**src/rtl/regwin_pkg.sv**
```systemverilog
package regwin_pkg;
  localparam int IDX_W  = 16;
  localparam int DATA_W = 8;
  localparam int BUS_W  = 16;
  localparam int ADDR_W = 2;

  typedef enum logic [ADDR_W-1:0] {
    WIN_IDX_LO = 2'd0,
    WIN_IDX_HI = 2'd1,
    WIN_DATA   = 2'd2,
    WIN_NONE   = 2'd3
  } win_e;
endpackage

```
**src/rtl/regwin_decode.sv**
```systemverilog
module regwin_decode
  import regwin_pkg::*;
#(
  parameter int NLANE     = 2,
  parameter int BUS_LANES = 2
) (
  input  logic              valid,
  input  logic              write,
  input  logic              wide,
  input  logic              rf_ready,
  input  logic [ADDR_W-1:0] addr,
  output logic [NLANE-1:0]  ld_lane,
  output logic              dat_sel,
  output logic              dat_rd,
  output logic              ready
);
  logic is_data;
  logic hs;

  always_comb begin
    is_data = (win_e'(addr) == WIN_DATA);
    ready   = is_data ? rf_ready : 1'b1;
    hs      = valid && ready;
    dat_sel = valid && is_data;
    dat_rd  = hs && is_data && !write;
  end

  for (genvar i = 0; i < NLANE; i++) begin : g_lane
    logic narrow_hit;
    logic wide_hit;
    always_comb begin
      narrow_hit = (addr == ADDR_W'(i));
      wide_hit   = (win_e'(addr) == WIN_IDX_LO) && (i < BUS_LANES);
      ld_lane[i] = hs && write && (wide ? wide_hit : narrow_hit);
    end
  end
endmodule

```
**src/rtl/regwin_index.sv**
```systemverilog
module regwin_index
  import regwin_pkg::*;
#(
  parameter int NLANE     = 2,
  parameter int BUS_LANES = 2
) (
  input  logic                   clk,
  input  logic                   rst_n,
  input  logic                   wide,
  input  logic [NLANE-1:0]       ld_lane,
  input  logic [BUS_W-1:0]       bus,
  output logic [NLANE*DATA_W-1:0] idx
);
  for (genvar i = 0; i < NLANE; i++) begin : g_lane
    localparam int SRC_LO = (i < BUS_LANES) ? i * DATA_W : 0;
    logic [DATA_W-1:0] src;
    logic [DATA_W-1:0] lane_q;

    always_comb src = wide ? bus[SRC_LO +: DATA_W] : bus[DATA_W-1:0];

    always_ff @(posedge clk or negedge rst_n) begin
      if (!rst_n)          lane_q <= '0;
      else if (ld_lane[i]) lane_q <= src;
    end

    assign idx[i*DATA_W +: DATA_W] = lane_q;
  end
endmodule

```
**src/rtl/regwin_datapath.sv**
```systemverilog
module regwin_datapath
  import regwin_pkg::*;
(
  input  logic              dat_sel,
  input  logic              dat_rd,
  input  logic              write,
  input  logic [BUS_W-1:0]  wdata,
  input  logic [IDX_W-1:0]  idx,
  input  logic [DATA_W-1:0] rf_rdata,
  output logic              rf_valid,
  output logic              rf_write,
  output logic [IDX_W-1:0]  rf_addr,
  output logic [DATA_W-1:0] rf_wdata,
  output logic [BUS_W-1:0]  rdata
);
  localparam int PAD_W = BUS_W - DATA_W;

  always_comb begin
    rf_valid = dat_sel;
    rf_write = write;
    rf_addr  = idx;
    rf_wdata = wdata[DATA_W-1:0];
    rdata    = dat_rd ? {{PAD_W{1'b0}}, rf_rdata} : '0;
  end
endmodule

```
**src/rtl/regwin_bridge.sv**
```systemverilog
module regwin_bridge
  import regwin_pkg::*;
(
  input  logic              clk,
  input  logic              rst_n,
  input  logic              bus_wide,
  input  logic              cpu_valid,
  output logic              cpu_ready,
  input  logic              cpu_write,
  input  logic [ADDR_W-1:0] cpu_addr,
  input  logic [BUS_W-1:0]  cpu_wdata,
  output logic [BUS_W-1:0]  cpu_rdata,
  output logic              rf_valid,
  input  logic              rf_ready,
  output logic              rf_write,
  output logic [IDX_W-1:0]  rf_addr,
  output logic [DATA_W-1:0] rf_wdata,
  input  logic [DATA_W-1:0] rf_rdata
);
  localparam int NLANE     = IDX_W / DATA_W;
  localparam int BUS_LANES = BUS_W / DATA_W;

  logic [NLANE-1:0] ld_lane;
  logic             dat_sel;
  logic             dat_rd;
  logic [IDX_W-1:0] idx;

  regwin_decode #(.NLANE(NLANE), .BUS_LANES(BUS_LANES)) u_dec (
    .valid(cpu_valid), .write(cpu_write), .wide(bus_wide), .rf_ready(rf_ready),
    .addr(cpu_addr), .ld_lane(ld_lane), .dat_sel(dat_sel), .dat_rd(dat_rd),
    .ready(cpu_ready)
  );

  regwin_index #(.NLANE(NLANE), .BUS_LANES(BUS_LANES)) u_idx (
    .clk(clk), .rst_n(rst_n), .wide(bus_wide), .ld_lane(ld_lane),
    .bus(cpu_wdata), .idx(idx)
  );

  regwin_datapath u_dp (
    .dat_sel(dat_sel), .dat_rd(dat_rd), .write(cpu_write), .wdata(cpu_wdata),
    .idx(idx), .rf_rdata(rf_rdata), .rf_valid(rf_valid), .rf_write(rf_write),
    .rf_addr(rf_addr), .rf_wdata(rf_wdata), .rdata(cpu_rdata)
  );


  idx_port_ready_chk: assert property (@(posedge clk) disable iff (!rst_n)
    (cpu_valid && cpu_addr != WIN_DATA) |-> cpu_ready);


  wo_read_zero_chk: assert property (@(posedge clk) disable iff (!rst_n)
    (cpu_valid && !cpu_write && cpu_addr != WIN_DATA) |-> (cpu_rdata == '0 && !rf_valid));


  win_read_data_chk: assert property (@(posedge clk) disable iff (!rst_n)
    (cpu_valid && cpu_ready && !cpu_write && cpu_addr == WIN_DATA)
      |-> (cpu_rdata[DATA_W-1:0] == rf_rdata && cpu_rdata[BUS_W-1:DATA_W] == '0));


  no_autoinc_chk: assert property (@(posedge clk) disable iff (!rst_n)
    (cpu_valid && cpu_ready && cpu_addr == WIN_DATA) |=> $stable(rf_addr));


  wide_hi_ignored_chk: assert property (@(posedge clk) disable iff (!rst_n)
    (cpu_valid && cpu_write && bus_wide && cpu_addr == WIN_IDX_HI) |=> $stable(rf_addr));


  narrow_hi_load_chk: assert property (@(posedge clk) disable iff (!rst_n)
    (cpu_valid && cpu_write && !bus_wide && cpu_addr == WIN_IDX_HI)
      |=> (rf_addr[IDX_W-1:DATA_W] == $past(cpu_wdata[DATA_W-1:0])
           && rf_addr[DATA_W-1:0] == $past(rf_addr[DATA_W-1:0])));


  stall_hold_chk: assert property (@(posedge clk) disable iff (!rst_n)
    (rf_valid && !rf_ready) |=> (rf_valid && $stable(rf_addr) && $stable(rf_wdata)));
endmodule

```
**config.mk**
```make
export PLATFORM = sky130hd
export DESIGN_NAME = regwin_bridge
export DESIGN_NICKNAME = d
export VERILOG_FILES = /design/src/rtl/regwin_pkg.sv /design/src/rtl/regwin_decode.sv /design/src/rtl/regwin_index.sv /design/src/rtl/regwin_datapath.sv /design/src/rtl/regwin_bridge.sv
export SDC_FILE = /design/constraint.sdc
export NUM_CORES = 1
export LEC_CHECK = 0
export ABC_AREA = 0
export BUFFER_PORTS_ARGS = -buffer_cell sky130_fd_sc_hd__buf_2
export CORE_MARGIN = 2
export CORE_UTILIZATION = 40
export DETAILED_ROUTE_END_ITERATION = 6
export HOLD_SLACK_MARGIN = 0.08
export PLACE_DENSITY = 0.84
export SLEW_MARGIN = 10
export SYNTH_ARGS = -nofsm -noshare
export SYNTH_HDL_FRONTEND = slang
export SYNTH_HIERARCHICAL = 1
export SYNTH_SLANG_ARGS = --single-unit
```
**constraint.sdc**
```tcl
create_clock -name clk -period 0.9 [get_ports clk]
set_input_delay 0 -clock clk [delete_from_list [all_inputs] [get_ports clk]]
set_output_delay 0 -clock clk [all_outputs]
set_load 0.02 [all_outputs]
```
* Word-level counts from Yosys, hierarchy flattened
Index checks and enable logic that the tools add are counted.
** Word-level totals
- Flip-flop bits (word level) :: 16
- Latch bits :: 0
- RAM bits :: 0
- Bits in read-only memories :: 0
- Input port bits :: 32
- Logic and storage cells :: 17
- Memories kept :: 0
** Operators by class
- Add/subtract/negate cells :: 0
- Multiply operators :: 0
- Divide/modulo/power cells :: 0
- Order comparisons :: 0
- Equality and inequality tests :: 2
- Shift-type cells :: 0
- Mux-type cells :: 4
- Bitwise gates (word level) :: 0
- Reductions and logical operators :: 9
** Operator list (number)
- 8-bit 2-to-1 mux :: 2
- 1-bit logical AND :: 7
- 2-bit by 1-bit equality test with 1-bit output (second input constant) :: 1
- 2-bit equality test (second input constant) :: 1
- 2-bit zero test :: 1
- 1-bit 2-to-1 mux :: 2
- 1-bit zero test :: 1

* Longest topological paths before layout
- Depth after elaboration :: 6
- Depth in mapped cells :: 6
- Gate-level depth less buffers :: 4

* Cells and area by module
Netlist, hierarchy kept.
** Modules (own cells, without submodules)
- regwin_index :: instances 1, cells each 52, area each 681.9 µm²
- regwin_datapath :: instances 1, cells each 43, area each 309.0 µm²
- regwin_decode :: instances 1, cells each 7, area each 50.0 µm²

* Least setup slack after synthesis
Ideal clock, no wire load.
- Kind :: in2reg
- From :: in cpu_addr[1]
- To :: reg u_idx.g_lane[0].lane_q[0]
- Setup time :: 125 ps
- Arrival time :: 719 ps
- Setup slack :: 57 ps
- Stages on the path :: 4
- Buffers on the path :: 1
- Cell sequence :: nand3b_1 -> nor2_1 -> buf_6 -> mux2_2
** On the way
- Cells in the longest elaborated chain, start to end :: 5
** Ends and longest elaborated chain
- start, declared :: line regwin_bridge.sv:10 : input logic [ADDR_W-1:0] cpu_addr,
- 2-bit equality test :: line regwin_decode.sv:21 : is_data = (win_e'(addr) == WIN_DATA);
- 1-bit 2-to-1 mux :: line regwin_decode.sv:22 : ready = is_data ? rf_ready : 1'b1;
- 1-bit logical AND :: line regwin_decode.sv:23 : hs = valid && ready;
- 1-bit logical AND :: line regwin_decode.sv:34 : ld_lane[i] = hs && write && (wide ? wide_hit : narrow_hit);
- 1-bit logical AND * :: line regwin_decode.sv:34
- via ld_lane[0] :: line regwin_bridge.sv:23 : logic [NLANE-1:0] ld_lane;
- end signal, assigned :: line regwin_index.sv:23 : else if (ld_lane[i]) lane_q <= src;
- end, declared :: line regwin_index.sv:17 : logic [DATA_W-1:0] lane_q;
The timed path passes the listed nets; every way through them passes the cells marked *.
A chain may end at the register's enable or synchronous reset.

* Worst setup path after layout
- From :: in cpu_addr[0]
- To :: out cpu_rdata[6]
** On the way
- Cells in the longest elaborated chain, start to end :: 6
** Ends and longest elaborated chain
- 2-bit equality test * :: line regwin_decode.sv:21
- 1-bit 2-to-1 mux :: line regwin_decode.sv:22
- 1-bit logical AND :: line regwin_decode.sv:23
- 1-bit logical AND * (2 in series) :: line regwin_decode.sv:25 : dat_rd = hs && is_data && !write;
- via dat_rd :: line regwin_bridge.sv:25 : logic dat_rd;
- 8-bit 2-to-1 mux * :: line regwin_datapath.sv:23 : rdata = dat_rd ? {{PAD_W{1'b0}}, rf_rdata} : '0;
- end, declared :: line regwin_bridge.sv:12 : output logic [BUS_W-1:0] cpu_rdata,
Marked as above.

==> results.py <==
metrics = {
    "run_status": {
        "outcome": "completed",
    },
    "global_routing": {
        "top_usage_layer": "met2",
        "global_route.overflow_total": 0,
        "track_usage_pct": 16.9,
        "globalRouteMet3Util_pct": 4.57,
        "grt_pass1_vias": 878,
        "grt_util_met1_pct": 16.8,
        "grt_max_degree": 17,
        "globalRouteMet2Util_pct": 33.5,
        "antenna_found_initial": 0,
        "grt_pass1_wl_um": 3590,
    },
    "floorplan": {
        "start_util_pct": 42.0,
        "die_h_um": 55.0,
        "num_rows": 18,
        "io_pins": 75,
        "dieArea_um2": 3030,
        "core_area_um2": 2480,
        "die_w_um": 55.0,
    },
    "setup_path": {
        "reg2reg_from": "u_idx/g_lane[0].lane_q[7]$_DFFE_PN0P_",
        "r2r-end": "u_idx/g_lane[0].lane_q[7]$_DFFE_PN0P_",
        "arrival_ns": 0.86,
        "reg2reg_depth": 1,
        "r2r_setup_slack_ns": 0.14,
        "critPathCaptureType": "output port",
        "cp_max_fo": 8,
        "crit_type": "in -> out",
        "critPathLaunchType": "primary input",
        "cp_data_required_time_ns": 0.90,
    },
    "placed_design": {
        "gp_congestion": 0.658,
        "dp_cells": 170,
        "port_buffers": 66,
        "place_area_um2": 1160,
        "dp_hpwl_um": 1750,
    },
    "timing": {
        "whs_ns": 0.152,
        "finalSetupTns_ns": 0,
        "fmax_mhz": 1160,
        "fin_worst_skew_ns": 0,
        "finalSetupViolations": 0,
        "fin_crit_sh_pct": 95.8,
        "slew_violations": 0,
        "finalCriticalPeriod_ns": 0.862,
        "hold_viol": 0,
    },
    "clocking": {
        "cts.path.max_buffers": 2,
        "cts_buffers": 3,
        "cts_tree": "done",
        "cts_root_buf": "clkbuf_4",
        "clkTransAtPathRegs_ns": 0.10,
        "clk_latency_ns": 0.28,
        "numClockSinks": 16,
        "cts_max_level": 1,
    },
    "pwr": {
        "vdd_ir_drop_max_uv": 1330,
        "p_comb_share_pct": 38.3,
        "pwr-share-seq_pct": 41.8,
        "clockPowerShare_pct": 19.9,
        "fin_total_pwr_mw": 2.35,
        "intPower_mw": 1.51,
        "swShare_pct": 35.8,
        "p_switching_uw": 842,
        "leakage_nw": 0.766,
        "powerDensity_nw_per_um2": 1630,
    },
    "synthesis": {
        "ys_seq_area_share_pct": 38.5,
        "synth.area.top_cells": "dfrtp_1 38%, buf_4 25%, mux2_2 8.7%",
        "synth_top_family_by_area": "buffers and inverters",
        "synth.cell_area_um2": 1040,
        "synthTopCellsByCount": "35 x buf_4, 16 x dfrtp_1, 10 x nor2_1",
        "synth.most_common_cell": "buf_4",
        "yosysTopAreaCell": "dfrtp_1",
        "synth_compound_area_share_pct": 3.85,
        "async_reset_ff_share_pct": 100,
        "yosys_warnings": 6,
        "ys.flop_type": "dfrtp_1",
        "synth.avg_cell_area_um2": 10.2,
        "netlist_instances": 102,
        "synth.distinct_cells": 13,
        "synth_seq_cells": 16,
        "synth-xor-area-share_pct": 0.841,
        "synth_edf_count": 0,
        "yosys.area_share.simple_pct": 11.7,
        "synth_adder_area_share_pct": 0,
        "yosys.area.top_type_share_pct": 38.5,
        "muxShareOfSynthArea_pct": 16.3,
    },
    "final_layout": {
        "finalNonFillerCells": 191,
        "design_area_um2": 1450,
        "drive_gt1_share_pct": 55.9,
        "regMostFlops": "u_idx/g_lane.lane_q",
        "area_growth_pct": 38.8,
        "largest_register_ff_count": 16,
        "nets": 194,
        "top_regs": "u_idx/g_lane.lane_q x16",
        "antennaDiodeCount": 0,
    },
    "hold_path": {
        "hp-class": "in -> async",
    },
    "detailed_routing": {
        "drt-pass1-iter-count": 4,
        "routed_wl_um": 2510,
        "drt_iter0_drc": 6,
        "ant_nets": 0,
        "wl_per_cell_um": 13.1,
        "viasPerCell": 4.48,
        "vias": 855,
        "drc": 0,
    },
    "run": {
        "maxCapViolations": 0,
    },
}
==> layout make-up <==
class                      count  area, um^2
fill                         220        1030
sequential                    16         400
multi-input combinational     55         392
clock buffer                   4        36.3
tap                           30        37.5
timing repair buffer          86         579
==> metrics by stage <==
| stage | worst slack, ns | utilization, % |
|---|---|---|
| floorplan | 0.0567 | - |
| global placement | -0.111 | 46.9 |
| detailed placement | -0.120 | 46.9 |
| CTS | 0.00606 | 55.3 |
| global route | -0.000682 | 58.3 |
| finish | 0.0381 | 58.3 |
==> metal layers <==
layer  part of all wire, %  routed length, um
met1                    34                844
met2                    56               1400
met3                    11                264
met4                     0                  0
met5                     0                  0
==> critical path, cell delays in order <==
cell     delay, ns
buf_6         0.10
and3b_1       0.22
and3b_2       0.27
and2_4        0.17
buf_6         0.11
==> cells in the final DEF, fill, tap and decap left out <==
| cell | instances |
|---|---|
| and3b_2 | 1 |
| dfrtp_1 | 16 |
| mux2i_1 | 8 |
| buf_6 | 9 |
| xnor2_1 | 1 |
| clkbuf_4 | 3 |
| clkbuf_8 | 1 |
| buf_4 | 3 |
| nor2_1 | 10 |
| buf_2 | 57 |
| mux2_2 | 8 |
| nand3b_1 | 1 |
| conb_1 | 8 |
| and2_4 | 8 |
| or3b_1 | 1 |
| dlygate4sd3_1 | 17 |
| and3b_1 | 1 |
| a21oi_1 | 8 |
==> how the worst max path moves through the flow <==
stage | startpoint | end | slack [ns] | cells after the start
floorplan | cpu_addr[1] | u_idx/g_lane[0].lane_q[0]$_DFFE_PN0P_ | 0.06 | 4
finish | cpu_addr[0] | cpu_rdata[6] | 0.04 | 5
CTS | cpu_addr[0] | cpu_rdata[6] | 0.006 | 5
global route | cpu_addr[0] | cpu_rdata[1] | -0.0007 | 5
detailed placement | cpu_addr[1] | u_idx/g_lane[0].lane_q[7]$_DFFE_PN0P_ | -0.12 | 5
global placement | cpu_addr[1] | u_idx/g_lane[0].lane_q[6]$_DFFE_PN0P_ | -0.11 | 5
==> cell families after synthesis <==
kind of cell | Yosys count
buffers and inverters | 38
and+or+nand+nor | 22
muxes | 16
DFF | 16
AOI/OAI and AO/OA | 8
xor gates and xnor gates | 1
other | 1
==> timing repair <==
action | CTS | global route
setup buffers | 0 | 0
hold buffers | 17 | 0
pin swaps | 0 | 7
endpoints found under the setup margin | 5 | 8
resized for setup | 1 | 26
endpoints found under the hold margin | 32 | 0
==> power by group through the flow <==
stage	Combinational, mW	Sequential (mW)	Clock [mW]
final	0.901	0.982	0.468
after global routing	0.978	1.00	0.526
after CTS	0.888	0.981	0.492
after detailed placement	0.833	0.990	0
after global placement	0.809	0.984	0
after floorplan	0.819	0.972	0
No activity file was read; power rests on OpenSTA's default activity.
